[config.mk]
export PLATFORM = sky130hd
export DESIGN_NAME = mcd_top
export DESIGN_NICKNAME = d
export VERILOG_FILES = /design/src/rtl/mcd_pkg.sv /design/src/rtl/mcd_regfile.sv /design/src/rtl/mcd_alu_ctrl.sv /design/src/rtl/mcd_alu.sv /design/src/rtl/mcd_top.sv
export SDC_FILE = /design/constraint.sdc
export NUM_CORES = 2
export LEC_CHECK = 0
export BUFFER_PORTS_ARGS = -buffer_cell sky130_fd_sc_hd__buf_4
export CAP_MARGIN = 0
export CELL_PAD_IN_SITES_DETAIL_PLACEMENT = 0
export CELL_PAD_IN_SITES_GLOBAL_PLACEMENT = 1
export CORE_MARGIN = 8
export CORE_UTILIZATION = 30
export DETAILED_ROUTE_END_ITERATION = 6
export PLACE_DENSITY_LB_ADDON = 0.1
export SLEW_MARGIN = 20
export SYNTH_ARGS = -nofsm -noshare
export SYNTH_HDL_FRONTEND = slang
export SYNTH_SLANG_ARGS = --single-unit
[constraint.sdc]
create_clock -name clk -period 5.8 [get_ports clk]
set_input_delay 0 -clock clk [delete_from_list [all_inputs] [get_ports clk]]
set_output_delay 0 -clock clk [all_outputs]
set_load 0.02 [all_outputs]
[src/rtl/mcd_pkg.sv]
package mcd_pkg;

    localparam int XLEN     = 32;
    localparam int RF_DEPTH = 32;
    localparam int RF_AW    = $clog2(RF_DEPTH);
    localparam int IMM_W    = 16;

    // Instruction word; field positions are decoded by the datapath
    typedef struct packed {
        logic [5:0] op;
        logic [4:0] rs;
        logic [4:0] rt;
        logic [4:0] rd;
        logic [4:0] sh;
        logic [5:0] fn;
    } instr_t;

    typedef enum logic [1:0] {
        FN_ADD = 2'd0,
        FN_SUB = 2'd1,
        FN_AND = 2'd2,
        FN_OR  = 2'd3
    } alu_fn_e;

    typedef enum logic [1:0] {
        REQ_ADD   = 2'd0,
        REQ_SUB   = 2'd1,
        REQ_FIELD = 2'd2,
        REQ_SPARE = 2'd3
    } alu_req_e;

    typedef enum logic [1:0] {
        OPB_REG  = 2'd0,
        OPB_FOUR = 2'd1,
        OPB_IMM  = 2'd2,
        OPB_IMMW = 2'd3
    } opb_sel_e;

    typedef enum logic [1:0] {
        NPC_LIVE  = 2'd0,
        NPC_HELD  = 2'd1,
        NPC_JUMP  = 2'd2,
        NPC_SPARE = 2'd3
    } npc_sel_e;

    localparam logic [5:0] FC_ADD = 6'h20;
    localparam logic [5:0] FC_SUB = 6'h22;
    localparam logic [5:0] FC_AND = 6'h24;
    localparam logic [5:0] FC_OR  = 6'h25;

    function automatic logic [XLEN-1:0] sext_imm(input logic [IMM_W-1:0] v);
        return {{(XLEN-IMM_W){v[IMM_W-1]}}, v};
    endfunction

    function automatic logic [XLEN-1:0] jump_dest(input logic [3:0] pc_hi,
                                                  input instr_t   i);
        return {pc_hi, i.rs, i.rt, i.rd, i.sh, i.fn, 2'b00};
    endfunction

endpackage

[src/rtl/mcd_regfile.sv]
module mcd_regfile #(
    parameter int W     = 32,
    parameter int DEPTH = 32,
    localparam int AW   = $clog2(DEPTH)
) (
    input  logic          clk,
    input  logic          rst,
    input  logic [AW-1:0] ra1,
    input  logic [AW-1:0] ra2,
    output logic [W-1:0]  rd1,
    output logic [W-1:0]  rd2,
    input  logic          we,
    input  logic [AW-1:0] wa,
    input  logic [W-1:0]  wd
);
    logic [W-1:0] cells [DEPTH];

    always_ff @(posedge clk) begin
        if (rst) begin
            for (int k = 0; k < DEPTH; k++) cells[k] <= '0;
        end else begin
            // entry 0 is never written
            for (int k = 1; k < DEPTH; k++) begin
                if (we && wa == AW'(k)) cells[k] <= wd;
            end
        end
    end

    assign rd1 = (ra1 == '0) ? '0 : cells[ra1];
    assign rd2 = (ra2 == '0) ? '0 : cells[ra2];

endmodule

[src/rtl/mcd_alu_ctrl.sv]
module mcd_alu_ctrl
    import mcd_pkg::*;
(
    input  logic [1:0] req,
    input  logic [5:0] fcode,
    output alu_fn_e    fn
);
    always_comb begin
        unique case (alu_req_e'(req))
            REQ_SUB:   fn = FN_SUB;
            REQ_FIELD: begin
                case (fcode)
                    FC_SUB:  fn = FN_SUB;
                    FC_AND:  fn = FN_AND;
                    FC_OR:   fn = FN_OR;
                    default: fn = FN_ADD;
                endcase
            end
            default:   fn = FN_ADD;
        endcase
    end

endmodule

[src/rtl/mcd_alu.sv]
module mcd_alu
    import mcd_pkg::*;
#(
    parameter int W = 32
) (
    input  logic [W-1:0] a,
    input  logic [W-1:0] b,
    input  alu_fn_e      fn,
    output logic [W-1:0] y,
    output logic         zero
);
    always_comb begin
        unique case (fn)
            FN_SUB:  y = a - b;
            FN_AND:  y = a & b;
            FN_OR:   y = a | b;
            default: y = a + b;
        endcase
    end

    assign zero = (y == '0);

endmodule

[src/rtl/mcd_top.sv]
module mcd_top
    import mcd_pkg::*;
(
    input  logic        clk,
    input  logic        rst,
    input  logic        pc_we,
    input  logic        pc_we_cond,
    input  logic        ir_we,
    input  logic        rf_we,
    input  logic        rf_dst_rd,
    input  logic        rf_from_mem,
    input  logic        addr_from_alu,
    input  logic        alu_a_reg,
    input  logic [1:0]  alu_b_sel,
    input  logic [1:0]  alu_op,
    input  logic [1:0]  pc_src,
    input  logic        mem_we,
    input  logic [31:0] mem_rdata,
    output logic [31:0] mem_addr,
    output logic [31:0] mem_wdata,
    output logic        mem_wr,
    output logic [5:0]  opcode,
    output logic [5:0]  funct,
    output logic        alu_zero
);
    logic [XLEN-1:0] pc_q, a_q, b_q, mdr_q, res_q;
    instr_t          ir_q;

    logic [XLEN-1:0] opa, opb, alu_y, imm_x, pc_d;
    logic [XLEN-1:0] rf_rd1, rf_rd2, rf_wd;
    logic [RF_AW-1:0] rf_wa;
    alu_fn_e         fn;
    logic            pc_load;

    // operand selection
    assign imm_x = sext_imm({ir_q.rd, ir_q.sh, ir_q.fn});
    assign opa   = alu_a_reg ? a_q : pc_q;

    always_comb begin
        unique case (opb_sel_e'(alu_b_sel))
            OPB_REG:  opb = b_q;
            OPB_FOUR: opb = XLEN'(4);
            OPB_IMM:  opb = imm_x;
            default:  opb = {imm_x[XLEN-3:0], 2'b00};
        endcase
    end

    mcd_alu_ctrl u_actl (
        .req   (alu_op),
        .fcode (ir_q.fn),
        .fn    (fn)
    );

    mcd_alu #(.W(XLEN)) u_alu (
        .a    (opa),
        .b    (opb),
        .fn   (fn),
        .y    (alu_y),
        .zero (alu_zero)
    );

    // next PC
    always_comb begin
        unique case (npc_sel_e'(pc_src))
            NPC_HELD: pc_d = res_q;
            NPC_JUMP: pc_d = jump_dest(pc_q[XLEN-1:XLEN-4], ir_q);
            default:  pc_d = alu_y;
        endcase
    end

    assign pc_load = pc_we | (pc_we_cond & alu_zero);

    // register file
    assign rf_wa = rf_dst_rd ? ir_q.rd : ir_q.rt;
    assign rf_wd = rf_from_mem ? mdr_q : res_q;

    mcd_regfile #(.W(XLEN), .DEPTH(RF_DEPTH)) u_rf (
        .clk (clk),
        .rst (rst),
        .ra1 (ir_q.rs),
        .ra2 (ir_q.rt),
        .rd1 (rf_rd1),
        .rd2 (rf_rd2),
        .we  (rf_we),
        .wa  (rf_wa),
        .wd  (rf_wd)
    );

    // step registers
    always_ff @(posedge clk) begin
        if (rst) begin
            pc_q  <= '0;
            ir_q  <= '0;
            a_q   <= '0;
            b_q   <= '0;
            mdr_q <= '0;
            res_q <= '0;
        end else begin
            if (pc_load) pc_q <= pc_d;
            if (ir_we)   ir_q <= instr_t'(mem_rdata);
            a_q   <= rf_rd1;
            b_q   <= rf_rd2;
            mdr_q <= mem_rdata;
            res_q <= alu_y;
        end
    end

    // memory port and decode outputs
    assign mem_addr  = addr_from_alu ? res_q : pc_q;
    assign mem_wdata = b_q;
    assign mem_wr    = mem_we;
    assign opcode    = ir_q.op;
    assign funct     = ir_q.fn;

endmodule

* Yosys cells after proc, flatten, opt, wreduce, memory -nomap -nowiden
Memory sizes are Yosys's and may differ from the RTL's. A register that Yosys moved wholly into a read port is not among the register bits.
Index checks and enable logic that the tools add are counted.
** Storage, ports and cells
- Bits in registers :: 128
- Bits in latches :: 0
- Memory bits (writable) :: 1024
- ROM bits :: 0
- Logic and storage cells :: 265
- Memories kept :: 1
** Cells by class
- Add/subtract/negate cells :: 2
- Multiply operators :: 0
- Div/mod/pow operators :: 0
- Order comparisons :: 0
- Eq/ne operators :: 43
- Shift operators :: 0
- Multiplexer cells :: 135
- Bitwise operators :: 36
- Reductions and logical operators :: 38
** Memory list
- u_rf.cells :: depth 32, bits a word 32, rd ports 2, clocked after Yosys merged registers in 2, write ports 32, RTL line mcd_regfile.sv:16 : logic [W-1:0] cells [DEPTH];
** Operator list (count)
- $mux 32 :: 34
- $pmux 32 s3 :: 2
- $mux 1 :: 95
- $eq 5x5->1 const B :: 16
- $pmux 32 s2 :: 1
- $eq 5x4->1 const B :: 8
- $add 32x32->32 :: 1
- $and 32x32->32 :: 1
- $logic_not 32->1 :: 1
- $or 1x1->1 :: 32
- $or 32x32->32 :: 1
- $sub 32x32->32 :: 1
- $logic_and 1x1->1 :: 31
- $eq 5x3->1 const B :: 4
- $eq 6x6->1 const B :: 3
- $eq 2x2->1 const B :: 5
- $eq 5x2->1 const B :: 2
- $logic_not 5->1 :: 2
- $eq 2x1->1 const B :: 4
- $pmux 2 s3 :: 1
- $eq 5x1->1 const B :: 1
- $mux 5 :: 1
- $pmux 2 s2 :: 1
- $reduce_or 2->1 :: 2
- other kinds (4) :: 4

* Logic depth before layout (Yosys ltp)
- Depth after elaboration :: 9
- Gate-level depth with buffers :: 29
- Depth with buffers taken out :: 23

* By module
Synthesis repeated with hierarchy kept, for this count alone.
** Unflattened totals
- Cell total of the unflattened synthesis :: 4607
- Area, all modules :: 60839.6 um^2
** Modules (own cells, without submodules)
- mcd_regfile :: instances 1, cells an instance 3316, area an instance 49193.4 um^2
- mcd_top :: instances 1, cells an instance 776, area an instance 8226.6 um^2
- mcd_alu :: instances 1, cells an instance 505, area an instance 3320.7 um^2
- mcd_alu_ctrl :: instances 1, cells an instance 10, area an instance 98.8 um^2

* Worst setup path before layout
No wires, ideal clock.
- Kind :: register to register
- Start :: register ir_q, in the netlist funct[4]
- End :: register pc_q[27]
- Data arrival time :: 4.976 ns
- Setup slack :: 0.697 ns
- Cell stages (with the launch flop) :: 24
- Period minus slack after synthesis :: 5.103 ns
- Cells stage by stage :: dfxtp_1 -> nand3b_1 -> nor4_2 -> buf_2 -> buf_2 -> buf_1 -> nor2_1 -> clkbuf_1 -> a21oi_1 -> xnor2_1 -> ha_1 -> buf_2 -> a21o_1 -> a31oi_2 -> nor3_1 -> a211o_1 -> o31a_1 -> or3_1 -> a31oi_1 -> and4_1 -> nand4_2 -> nand2_4 -> buf_8 -> o31ai_1
** On the way
- Cells in the longest elaborated chain, start to end :: 8
- Elaborated cells between the ends (all ways) :: 18
** RTL lines
- start, declared :: RTL line mcd_top.sv:27 : instr_t ir_q;
- start signal, assigned :: RTL line mcd_top.sv:100 : if (ir_we) ir_q <= instr_t'(mem_rdata);
- parallel branches: the longest is 4 deep, another holds $add 32x32->32
- $pmux 32 s3 (*) :: RTL line mcd_alu.sv:13 : unique case (fn)
- $logic_not 32->1 :: RTL line mcd_alu.sv:21 : assign zero = (y == '0);
- $and 1x1->1 :: RTL line mcd_top.sv:71 : assign pc_load = pc_we | (pc_we_cond & alu_zero);
- $or 1x1->1 :: RTL line mcd_top.sv:71
- end signal, assigned :: RTL line mcd_top.sv:99 : if (pc_load) pc_q <= pc_d;
- end, declared :: RTL line mcd_top.sv:26 : logic [XLEN-1:0] pc_q, a_q, b_q, mdr_q, res_q;
Every way passes the cells marked *.
A chain may end at the register's enable or synchronous reset.

* Worst setup path in the final report
- Start :: register ir_q, in the netlist imm_x[10]
- End :: output port alu_zero
** On the way
- Cells in the longest elaborated chain, start to end :: 4
- Elaborated cells between the ends (all ways) :: 7
** RTL lines
- $pmux 32 s3 (*) :: RTL line mcd_top.sv:40 : unique case (opb_sel_e'(alu_b_sel))
- $add 32x32->32 (tied with other cells) :: RTL line mcd_alu.sv:17 : default: y = a + b;
- $pmux 32 s3 (*) :: RTL line mcd_alu.sv:13
- $logic_not 32->1 (*) :: RTL line mcd_alu.sv:21
- end, declared :: RTL line mcd_top.sv:24 : output logic alu_zero
Mark *: on every way between the ends. The rest lies on a longest branch, timed or not.

==> results.json <==
{
  "status": "finished, final reports clean",
  "yosys-top-cells-area": "edfxtp_1 49%, mux4_2 21%, dfxtp_1 6.4%",
  "setup_tns_ns": 0,
  "synth_area_per_cell_sq_um": 14.62,
  "grt_usage_pct": 21.77,
  "dp_cells": 6686,
  "netlist_area_sq_mm": 0.06044,
  "finalHoldViolations": 0,
  "whs_ns": 0.00003722,
  "ff_latch_area_sq_mm": 0.03368,
  "cp-start-kind": "register",
  "setup_viol_count_final": 0,
  "cts_sinks": 1184,
  "final_max_slew_viol_count": 0,
  "yosys.area_share.simple_pct": 7.890,
  "remaining_drc_errors": 0,
  "hpwl_microns": 148000,
  "place_congestion": 0.8623,
  "crit_arrival_ns": 5.59,
  "critPathMaxFanout": 9,
  "multiInputGateArea_sq_mm": 0.02544,
  "grt_pass1_wl_microns": 332600,
  "yosysWarningCount": 0,
  "worstSetupPathType": "register to output port",
  "overflow": 0,
  "crit_path_end_kind": "output port",
  "synth_flop_cell": "edfxtp_1",
  "final.fill_count": 19140,
  "grt_pass1_vias": 39740,
  "drt_iter0_drc": 3678,
  "max_freq_ghz": 0.1789,
  "powerDensity_mw_per_mm2": 326.7,
  "layout.nets": 4348,
  "route.detailed.wl_per_inst_microns": 34.29,
  "synthMuxAreaShare_pct": 26.25,
  "rows": 164,
  "synth_fa_ha_area_share_pct": 1.153,
  "synth-edff-count": 992,
  "io_pins": 127,
  "cts_tree": "built",
  "ys_types": 92,
  "synthXorXnorAreaFrac_pct": 0.6086,
  "final_antenna_net_count": 0,
  "yosysSeqAreaShare_pct": 55.65,
  "clockBufferDepth": 3,
  "fp.dieH_microns": 464.8,
  "grt_antenna_before_repair": 6,
  "synth_top_area_share_pct": 49.29,
  "clk_pin_slew_worst_paths_ns": 0.06,
  "p_leak_nw": 24.03,
  "vias_per_cell": 5.501,
  "synth_top_area_cell": "edfxtp_1",
  "synth-compound-area-share_pct": 5.273,
  "cts-root-buf": "clkbuf_16",
  "irDropWorstVdd_mv": 0.2166,
  "min_period_ns": 5.591,
  "start_util_pct": 30.21,
  "syn-instance-count": 4133,
  "cts_max_level": 4,
  "port-buffer-count": 124,
  "cts_inserted_buffers": 143,
  "fin_total_pwr_mw": 23.08,
  "worstPathRequired_ns": 5.80,
  "worst_pin_slew_ns": 1.116,
  "vias": 38680,
  "dieArea_sq_mm": 0.2161,
  "routed_wl_microns": 241100,
  "syn-num-nets": 4221,
  "relSlewSlack_pct": 25.63,
  "async_flop_share_pct": 0,
  "die_x_microns": 464.8,
  "final_cells": 7032,
  "synth_seq_cells": 1184,
  "drtPass1Iterations": 5,
  "hold_class": "input port to output port",
  "maxCapViolations": 0,
  "insertion_delay_ns": 0.79,
  "core_area_sq_mm": 0.2001,
  "layout-drive-gt1-share_pct": 32.40,
  "finClkSkew_ns": 0.02944,
  "grt_max_degree": 92,
  "layout_worst_path_cycle_share_pct": 96.39,
  "area_growth_pct": 16.90,
  "synth_top_family_by_area": "multiplexers"
}
-- stage by stage --
stage,utilization [%],area [sq um],setup WS [ns]
after detailed placement,32.43,64890,0.1535
final,35.31,70650,0.2091
after global placement,32.42,64860,0.1969
after global routing,35.31,70650,-0.01490
after CTS,35.15,70330,0.007234
after floorplan,-,60440,0.6966
-- layout by cell type, fill, tap and decap left out, types with 21 or more instances in the layout --
master	netlist	final
a22o_1	65	65
ha_1	38	33
mux2_2	111	111
inv_1	68	66
a221oi_1	27	26
o21ai_0	68	60
dfxtp_1	192	172
a21oi_1	73	66
buf_4	13	302
nand2_2	0	21
mux2i_1	164	157
dlygate4sd3_1	0	62
mux4_2	576	576
xnor2_1	28	28
clkinv_2	0	29
nand2_1	104	83
nand2b_1	54	37
o21ai_1	23	31
a211oi_1	32	30
or2_2	37	37
clkbuf_1	276	27
nor2_1	718	716
edfxtp_1	992	992
nor2b_1	45	43
clkbuf_16	0	150
-- registers in the layout (all words and copies together), names as in the netlist --
signal / cells
a_q: 32
funct: 6
imm_x: 10
ir_q: 10
mdr_q: 32
mem_wdata: 32
opcode: 6
pc_q: 32
res_q: 32
u_rf.cells: 992
-- layout make-up --
| cell class | count | area share, % |
|---|---|---|
| clock buffers | 185 | 5.596 |
| repair buffers | 385 | 4.679 |
| multi-input cells | 2478 | 36.00 |
| clock inverters | 73 | 0.9758 |
| diodes | 3 | 0.01063 |
| flip-flops and latches | 1184 | 47.67 |
| inverters | 68 | 0.3613 |
| well taps | 2656 | 4.704 |
-- cells by family after synthesis --
family                   after synthesis
AO/OA/AOI/OAI                        447
buffers and inverters                471
AND/OR/NAND/NOR                     1079
flip-flops                          1184
multiplexers                         851
adder cells (fa/ha/maj)               59
XOR/XNOR                              42
-- worst max-delay path, stage by stage, from the launching register on --
cell       delay (ns)
dfxtp_1          0.34
mux2i_2          0.22
o2bb2ai_4        0.13
or4_4            0.58
or4_1            0.41
inv_1            0.06
a21oi_1          0.07
xnor2_1          0.16
ha_2             0.37
a21oi_1          0.16
o21ai_0          0.16
nor2b_1          0.17
a211o_1          0.28
o31a_1           0.29
or3_1            0.32
a31oi_1          0.21
buf_4            0.17
nand4_1          0.15
nor4_4           0.35
buf_4            0.20
-- worst paths after layout --
kind | start | endpoint | slack [ns] | depth (start not counted)
max | imm_x[10] | alu_zero | 0.21 | 19
max reg2reg | imm_x[10] | pc_q[7] | 0.23 | 27
min | mem_we | mem_wr | 0.00004 | 0
min reg2reg | pc_q[24] | pc_q[24] | 0.48 | 2
-- synth_stat cells, types with 20 or more instances --
cell type and instances:
mux2i_1 164, nor2b_1 45, o21bai_1 20, o21ai_0 68, a211oi_1 32, inv_1 68
buf_1 89, a221oi_1 27, a22o_1 65, clkbuf_1 276, mux2_2 111, mux4_2 576
ha_1 38, o21ai_1 23, xnor2_1 28, edfxtp_1 992, nand2b_1 54, or2_2 37
nor2_1 718, nand2_1 104, dfxtp_1 192, nor3_1 22, a21oi_1 73
-- power breakdown --
| group | internal [mW] | switching, mW |
|---|---|---|
| clock | 5.23 | 3.77 |
| combinational | 1.56 | 2.37 |
| sequential | 9.80 | 0.350 |
| total | 16.6 | 6.49 |
-- per-layer routing --
metal  GRT usage (%)  part of all wire (%)  wire length, microns  vias up
met5               0                0.0054                    13        -
li1                -                     -                     -    16360
met4           5.730                   2.9                  6905        2
met1           29.20                    44                104900    20830
met3           3.597                   5.3                 12730      300
met2           36.72                    48                116600     1186
-- timing repair --
item,CTS,global route
setup endpoints to repair,1,33
pin swaps,7,20
hold endpoints to repair,111,0
hold buffers,62,0
gates cloned,0,1
buffers inserted,10,12
resized for setup,31,46
(Power assumes the default switching activity.)
